## src/rtl/alarm_irq_pkg.sv

```systemverilog
package alarm_irq_pkg;

    localparam int unsigned DATA_W    = 32;
    localparam int unsigned MAP_BYTES = 16;

    typedef enum logic [1:0] {
        REG_CFG = 2'd0,
        REG_STS = 2'd1,
        REG_MSK = 2'd2,
        REG_RAW = 2'd3
    } reg_sel_e;

    typedef enum logic {
        OWN_JTAG = 1'b0,
        OWN_CPU  = 1'b1
    } owner_e;

    typedef struct packed {
        logic     rd;
        logic     wr;
        logic     hit;
        reg_sel_e sel;
    } apb_op_t;

    function automatic apb_op_t decode_op(
        input logic        sel_i,
        input logic        enable_i,
        input logic        write_i,
        input logic [31:0] addr_i
    );
        apb_op_t op;
        op.hit = (addr_i[1:0] == 2'b00) && (addr_i < MAP_BYTES);
        op.sel = reg_sel_e'(addr_i[3:2]);
        op.rd  = sel_i && !write_i;
        op.wr  = sel_i && enable_i && write_i && op.hit;
        return op;
    endfunction

endpackage

```

## src/rtl/alarm_sync_rise.sv

```systemverilog
module alarm_sync_rise #(
    parameter int unsigned N      = 8,
    parameter int unsigned STAGES = 2
) (
    input  logic         clk,
    input  logic         rst,
    input  logic [N-1:0] raw_in,
    output logic [N-1:0] level,
    output logic [N-1:0] rise
);
    logic [N-1:0] prev_q;

    generate
        for (genvar g = 0; g < STAGES; g++) begin : g_stage
            logic [N-1:0] q;
            if (g == 0) begin : g_first
                always_ff @(posedge clk) begin
                    if (rst) q <= '0;
                    else     q <= raw_in;
                end
            end else begin : g_next
                always_ff @(posedge clk) begin
                    if (rst) q <= '0;
                    else     q <= g_stage[g-1].q;
                end
            end
        end
    endgenerate

    assign level = g_stage[STAGES-1].q;

    always_ff @(posedge clk) begin
        if (rst) prev_q <= '0;
        else     prev_q <= level;
    end

    assign rise = level & ~prev_q;
endmodule

```

## src/rtl/alarm_status_bank.sv

```systemverilog
module alarm_status_bank #(
    parameter int unsigned N = 8
) (
    input  logic         clk,
    input  logic         rst,
    input  logic [N-1:0] rise,
    input  logic [N-1:0] clr,
    input  logic         mask_we,
    input  logic [N-1:0] mask_wdata,
    output logic [N-1:0] status_q,
    output logic [N-1:0] mask_q,
    output logic         irq
);
    always_ff @(posedge clk) begin
        if (rst) begin
            status_q <= '0;
            mask_q   <= '1;
        end else begin
            status_q <= (status_q & ~clr) | rise;
            if (mask_we) mask_q <= mask_wdata;
        end
    end

    assign irq = |(status_q & ~mask_q);
endmodule

```

## src/rtl/chan_owner.sv

```systemverilog
module chan_owner
    import alarm_irq_pkg::*;
(
    input  logic clk,
    input  logic rst,
    input  logic en_we,
    input  logic en_wdata,
    input  logic jtag_req,
    input  logic cpu_req,
    output logic chan_cpu,
    output logic jtag_grant,
    output logic jtag_blocked,
    output logic cpu_grant,
    output logic cpu_blocked
);
    owner_e owner_q;

    always_ff @(posedge clk) begin
        if (rst)        owner_q <= OWN_JTAG;
        else if (en_we) owner_q <= en_wdata ? OWN_CPU : OWN_JTAG;
    end

    assign chan_cpu     = (owner_q == OWN_CPU);
    assign jtag_grant   = jtag_req && (owner_q == OWN_JTAG);
    assign jtag_blocked = jtag_req && (owner_q != OWN_JTAG);
    assign cpu_grant    = cpu_req && (owner_q == OWN_CPU);
    assign cpu_blocked  = cpu_req && (owner_q != OWN_CPU);
endmodule

```

## src/rtl/sensor_alarm_irq.sv

```systemverilog
module sensor_alarm_irq
    import alarm_irq_pkg::*;
#(
    parameter int unsigned N_ALARMS    = 8,
    parameter int unsigned ADDR_W      = 5,
    parameter int unsigned SYNC_STAGES = 2
) (
    input  logic                clk,
    input  logic                rst,
    input  logic                psel,
    input  logic                penable,
    input  logic                pwrite,
    input  logic [ADDR_W-1:0]   paddr,
    input  logic [DATA_W-1:0]   pwdata,
    output logic [DATA_W-1:0]   prdata,
    output logic                pready,
    output logic                pslverr,
    input  logic [N_ALARMS-1:0] alarm_in,
    output logic                irq,
    input  logic                jtag_req,
    input  logic                cpu_req,
    output logic                chan_sel_cpu,
    output logic                jtag_grant,
    output logic                jtag_blocked,
    output logic                cpu_grant,
    output logic                cpu_blocked
);
    apb_op_t              op;
    logic [N_ALARMS-1:0]  lvl;
    logic [N_ALARMS-1:0]  rise;
    logic [N_ALARMS-1:0]  clr_vec;
    logic [N_ALARMS-1:0]  status_q;
    logic [N_ALARMS-1:0]  mask_q;
    logic                 mask_we;
    logic                 cfg_we;
    logic                 chan_cpu;
    logic                 unused_wdata;

    assign op      = decode_op(psel, penable, pwrite, 32'(paddr));
    assign cfg_we  = op.wr && (op.sel == REG_CFG);
    assign mask_we = op.wr && (op.sel == REG_MSK);
    assign clr_vec = (op.wr && (op.sel == REG_STS)) ? pwdata[N_ALARMS-1:0] : '0;
    assign unused_wdata = ^pwdata;

    alarm_sync_rise #(.N(N_ALARMS), .STAGES(SYNC_STAGES)) u_sync (
        .clk    (clk),
        .rst    (rst),
        .raw_in (alarm_in),
        .level  (lvl),
        .rise   (rise)
    );

    alarm_status_bank #(.N(N_ALARMS)) u_bank (
        .clk        (clk),
        .rst        (rst),
        .rise       (rise),
        .clr        (clr_vec),
        .mask_we    (mask_we),
        .mask_wdata (pwdata[N_ALARMS-1:0]),
        .status_q   (status_q),
        .mask_q     (mask_q),
        .irq        (irq)
    );

    chan_owner u_owner (
        .clk          (clk),
        .rst          (rst),
        .en_we        (cfg_we),
        .en_wdata     (pwdata[0]),
        .jtag_req     (jtag_req),
        .cpu_req      (cpu_req),
        .chan_cpu     (chan_cpu),
        .jtag_grant   (jtag_grant),
        .jtag_blocked (jtag_blocked),
        .cpu_grant    (cpu_grant),
        .cpu_blocked  (cpu_blocked)
    );

    assign chan_sel_cpu = chan_cpu;

    always_comb begin
        prdata = '0;
        if (op.rd && op.hit) begin
            unique case (op.sel)
                REG_CFG: prdata = DATA_W'(chan_cpu);
                REG_STS: prdata = DATA_W'(status_q);
                REG_MSK: prdata = DATA_W'(mask_q);
                REG_RAW: prdata = DATA_W'(lvl);
            endcase
        end
    end

    assign pready  = 1'b1;
    assign pslverr = psel && penable && !op.hit;
endmodule

```

## config.mk

```make
export PLATFORM = sky130hd
export DESIGN_NAME = sensor_alarm_irq
export DESIGN_NICKNAME = d
export VERILOG_FILES = /design/src/rtl/alarm_irq_pkg.sv /design/src/rtl/alarm_sync_rise.sv /design/src/rtl/alarm_status_bank.sv /design/src/rtl/chan_owner.sv /design/src/rtl/sensor_alarm_irq.sv
export SDC_FILE = /design/constraint.sdc
export NUM_CORES = 1
export LEC_CHECK = 0
export BUFFER_PORTS_ARGS = -buffer_cell sky130_fd_sc_hd__buf_2
export CAP_MARGIN = 15
export CORE_MARGIN = 2
export CORE_UTILIZATION = 50
export CTS_CLUSTER_DIAMETER = 60
export DETAILED_ROUTE_END_ITERATION = 10
export GPL_TIMING_DRIVEN = 0
export PLACE_DENSITY = 0.93
export SYNTH_ARGS = -nofsm -noshare
export SYNTH_HDL_FRONTEND = slang
export SYNTH_HIERARCHICAL = 1
export SYNTH_SLANG_ARGS = --single-unit
```

## constraint.sdc

```tcl
create_clock -name clk -period 5.2 [get_ports clk]
set_clock_uncertainty 0.15 [all_clocks]
set_input_delay 1.04 -clock clk [delete_from_list [all_inputs] [get_ports clk]]
set_output_delay 1.04 -clock clk [all_outputs]
set_load 0.01 [all_outputs]
```

# Word level (Yosys, flattened, before mapping)
# Index checks and enable logic that the tools add are counted.
# totals
regBits	41
latch_bits	0
ramBits	0
rom_bits	0
inputBits	52
out_inout_bits	40
n_memories	0
# classes
add_sub_neg	0
mul	0
n_div	0
n_lt_le_gt_ge	1
eq_ne	3
n_shift	0
muxes	4
bitwise	8
n_reduce_logical	19
# ops
cell	n
one-hot mux 32 bit (4 select lines)	1
two-way mux 32 bit	1
bitwise AND 8 bit	3
inverter 8 bit	3
logical AND 1 bit	14
two-way mux 8 bit	1
bitwise OR 8 bit	1
OR reduction 8 bit	1
less-than comparator 5 bit (second input constant)	1
equality test 2 bit (second input constant)	2
logical NOT 2 bit	2
equality test 2 x 1 -> 1 bit (second input constant)	1
logical NOT 1 bit	2
two-way mux 1 bit	1
inverter 1 bit	1

# Logic depth before layout (Yosys ltp)
# logic_depth
ltp_word	8
ltp_mapped	7
ltp_nobuf	6

# Modules after synthesis
# The synthesis kept the hierarchy.
# by_module_without_submodules
module	instances	cells_each	area_each_um2
alarm_sync_rise	1	58	743.2
alarm_status_bank	1	72	619.3
sensor_alarm_irq	1	71	524.3
chan_owner	1	7	66.3

# Least setup slack after synthesis
# OpenSTA, ideal clock, no wires.
# synth_path
path_kind	in2out
from	input port paddr[2]
to	output port prdata[0]
arrival_time_ns	1.778
required_time_ns	4.010
slack_ns	2.232
cell_stages	3
n_path_buf	1
cell_sequence	buf_6 mux4_2 nor2b_4
# synth_via
elab_chain_len	4
# synth_lines
element	line_no	text
start: declaration	sensor_alarm_irq.sv:13	input logic [ADDR_W-1:0] paddr,
less-than comparator 5 bit	alarm_irq_pkg.sv:32	op.hit = (addr_i[1:0] == 2'b00) && (addr_i < MAP_BYTES);
logical AND 1 bit	alarm_irq_pkg.sv:32	
logical AND 1 bit	sensor_alarm_irq.sv:83	if (op.rd && op.hit) begin
two-way mux 32 bit (*)	sensor_alarm_irq.sv:83	
end: declaration	sensor_alarm_irq.sv:15	output logic [DATA_W-1:0] prdata,
# Every way passes the cells marked *; elsewhere a longest branch is shown, timed or not. The select of a mux whose other input is x is not followed.

# Worst setup path in the final report
# layout_path
from	input port paddr[1]
to	output port prdata[4]
# layout_via
elab_chain_len	4
# layout_lines
element	line_no
less-than comparator 5 bit / logical NOT 2 bit (equally long branches)	alarm_irq_pkg.sv:32
logical AND 1 bit (*)	alarm_irq_pkg.sv:32
logical AND 1 bit (*)	sensor_alarm_irq.sv:83
two-way mux 32 bit (*)	sensor_alarm_irq.sv:83
# Every way passes the cells marked *; elsewhere a longest branch is shown, timed or not.

==> results by group <==
Status
  – Outcome: finished clean

STA
  – Setup WS post-layout: 1.94 ns
  – Setup TNS: 0 ns
  – Fin. max-slew vios: 0
  – # setup viols final: 0
  – Max Fclk: 306 MHz
  – Fin crit share: 62.8%
  – Fin. Hold Viols: 0
  – Max-slew headroom: 54.2%
  – Min Tclk post-route: 3.26 ns
  – Unrepaired setup endpoints after global routing: false
  – Slew @ Worst Pin: 0.685 ns

Global route
  – Initial antenna violation count: 0
  – Vias in the first global route: 1286
  – GR Layer Usage met1: 19.6%
  – Grt met2 use: 28.5%
  – GRT Max-Usage Layer: met2
  – Largest net degree at the start of global routing: 12
  – GR Util met3: 6.76%
  – Gr usage total: 17.0%
  – Gr ovfl total: 0
  – First-pass GRT wire length: 5630 µm

Drt
  – DRT iter0 DRCs: 57
  – Total wire length: 3520 µm
  – Wire length per cell: 10.7 µm
  – DR vias/cell: 4.60
  – Drt pass-1 iters: 4
  – Drt drc: 0
  – DRT antenna net count: 0
  – Via count: 1509

Setup path
  – R2r startpoint: u_bank/mask_q[1]
  – FF-to-FF End: u_bank/mask_q[1]
  – Worst EP required: 4.01 ns
  – Worst Setup EP: prdata[4]
  – Worst Setup Path Type: primary input to primary output
  – Flop2flop setup slack: 4.22 ns
  – Setup crit start kind: primary input
  – CP Max Fanout: 8
  – Arrival @ worst endpoint: 2.07 ns
  – CP Capture Type: primary output
  – CP startpoint: paddr[1]
  – Reg2Reg Depth: 2

Finish
  – Fillers: 333
  – NumNets Final: 332
  – Area grow syn2layout: 22.7%
  – # diodes: 0
  – Share of layout cells above drive strength 1: 38.9%

Die
  – Die width: 66.5 µm
  – Die height: 66.5 µm
  – IO Pins: 92
  – Starting density of the core: 52.6%
  – Core Region: 0.00372 mm²
  – Row cnt: 22
  – Die area: 0.00442 mm²

Clocking
  – CTS buffer count: 5
  – CTS resizes: 0
  – Clk slew on worst S/H paths: 0.07 ns
  – CTS tree: built
  – Htree depth: 2
  – Longest Clk Path Bufs: 2
  – Worst skew pair latency: 0.28 ns
  – Postcts setup bufs: 0
  – Clock root cell: clkbuf_8
  – CTS sink cnt: 41
  – CTS hold repair buffers: 0

Placement
  – DP Wirelength: 2750 µm
  – I/O Buffers: 42
  – Final estimated routing congestion in global placement: 0.790
  – Post-place setup slack: 1.96 ns

Yosys
  – Most common flop cell mapped by yosys: dfxtp_1
  – Synth Cell Area: 0.00195 mm²
  – Yosys reg bits: 41
  – Synth top area share: 42.0%
  – Mean area per synthesized cell: 9.39 µm²
  – Synth Warn #: 6
  – Sequential area share after synthesis: 42.0%
  – Top post-synthesis cells by count: dfxtp_1, buf_4, nor2b_1
  – EDFF count, synth: 0
  – Most frequent cell after synthesis: dfxtp_1
  – Async set or reset register ratio after synthesis: 0%
  – Mapped Cells: 208
  – Count of cell types in the netlist: 30
  – Dominant cells by area after synthesis: dfxtp_1, buf_4, nor2b_1
  – Post-synth top area cell: dfxtp_1

Job
  – Max-Cap Viols: 0

Power and ir drop
  – P_leak: 0.00113 µW
  – P per Cell Area: 254 mW/mm²
  – Maximum VDD drop: 0.233 mV

Hold path
  – Worst Hold Class: register to register
  – Cell count of the worst hold path: 1
-- layout by cell type (no fill, tap or decap) --
master,Yosys,routed
buf_2,2,44
dfxtp_1,41,41
buf_4,26,26
conb_1,2,25
nor2b_1,23,23
nor2_1,17,17
inv_1,16,16
nor2b_2,14,14
and2_1,8,8
a21oi_1,8,8
a211o_1,8,8
mux2_2,7,7
a22oi_1,7,7
clkbuf_8,0,6
o22ai_1,4,4
and2b_1,4,4
buf_6,3,3
and3_1,2,2
nand2_1,2,2
clkbuf_1,1,2
and2_2,2,2
and2b_2,2,2
nor3_2,1,1
nand3b_2,1,1
clkbuf_2,1,1
mux4_2,1,1
nor2b_4,1,1
nor3_1,1,1
nor3b_1,1,1
or4_1,1,1
mux2i_1,1,1
-- per-stage QoR --
step / utilization, % / area [µm²] / total power [µW] / hold WS (ns) / cells
final: 64.5 / 2400 / 608 / 0.284 / 328
after global placement: 62.2 / 2310 / 411 / 0.264 / 321
after global routing: 64.5 / 2400 / 637 / 0.296 / 328
after detailed placement: 62.2 / 2310 / 413 / 0.271 / 321
after floorplan: - / 2040 / 392 / 0.261 / 231
after CTS: 64.5 / 2400 / 616 / 0.288 / 328
-- worst min-delay path by stage --
stage,from,end,slack [ns]
detailed placement,u_sync/g_stage[0].q[7],u_sync/level[7],0.27
finish,u_sync/g_stage[0].q[7],u_sync/level[7],0.28
floorplan,u_sync/g_stage[0].q[7],u_sync/level[7],0.26
CTS,u_sync/g_stage[0].q[7],u_sync/level[7],0.29
global placement,u_sync/g_stage[0].q[7],u_sync/level[7],0.26
global route,u_sync/g_stage[0].q[7],u_sync/level[7],0.30
-- state kept, by name, indices dropped and copies added (netlist names) --
name and count:
u_bank/mask_q 8, u_bank/status_q 8, u_sync/g_stage.q 8, u_sync/level 8, u_sync/prev_q 8, u_owner/chan_cpu 1
-- layer usage --
layer	vias to the layer above	wire length (µm)
met1	676	1470
met3	2	372
met4	0	21
li1	761	-
met5	-	0
met2	70	1660
-- power by group --
group          total, µW  internal, µW  leakage (µW)  switching (µW)
registers            330           325      0.000336            5.43
logic               76.2          41.2      0.000747            35.0
clock network        201           105     0.0000443            96.2
total                608           471       0.00113             137
-- critical path: stages --
cell and delay (ns):
buf_2 0.10, nor3_2 0.28, nand3b_2 0.30, nor2_1 0.20
buf_2 0.15
-- kinds of logic (layout without fill, tap and decap cells) --
kind of cell           Yosys count  in the layout  synth area share, %
AO/OA/AOI/OAI                   27             27                 9.61
buffers and inverters           49             98                 15.8
multiplexers                     9              9                 5.70
flip-flops                      41             41                 42.0
AND/OR/NAND/NOR                 80             80                 26.5
other                            2             25                0.385
-- layout make-up --
class	instances	area, µm²	share of cell area (%)
inverter	16	60.1	2.51
tap	48	60.1	2.51
multi-input combinational	141	911	38.0
buffer	33	248	10.3
clock buffer	7	86.3	3.60
timing repair buffer	42	210	8.77
sequential	41	821	34.3
Power figures use the tool's default switching activity.
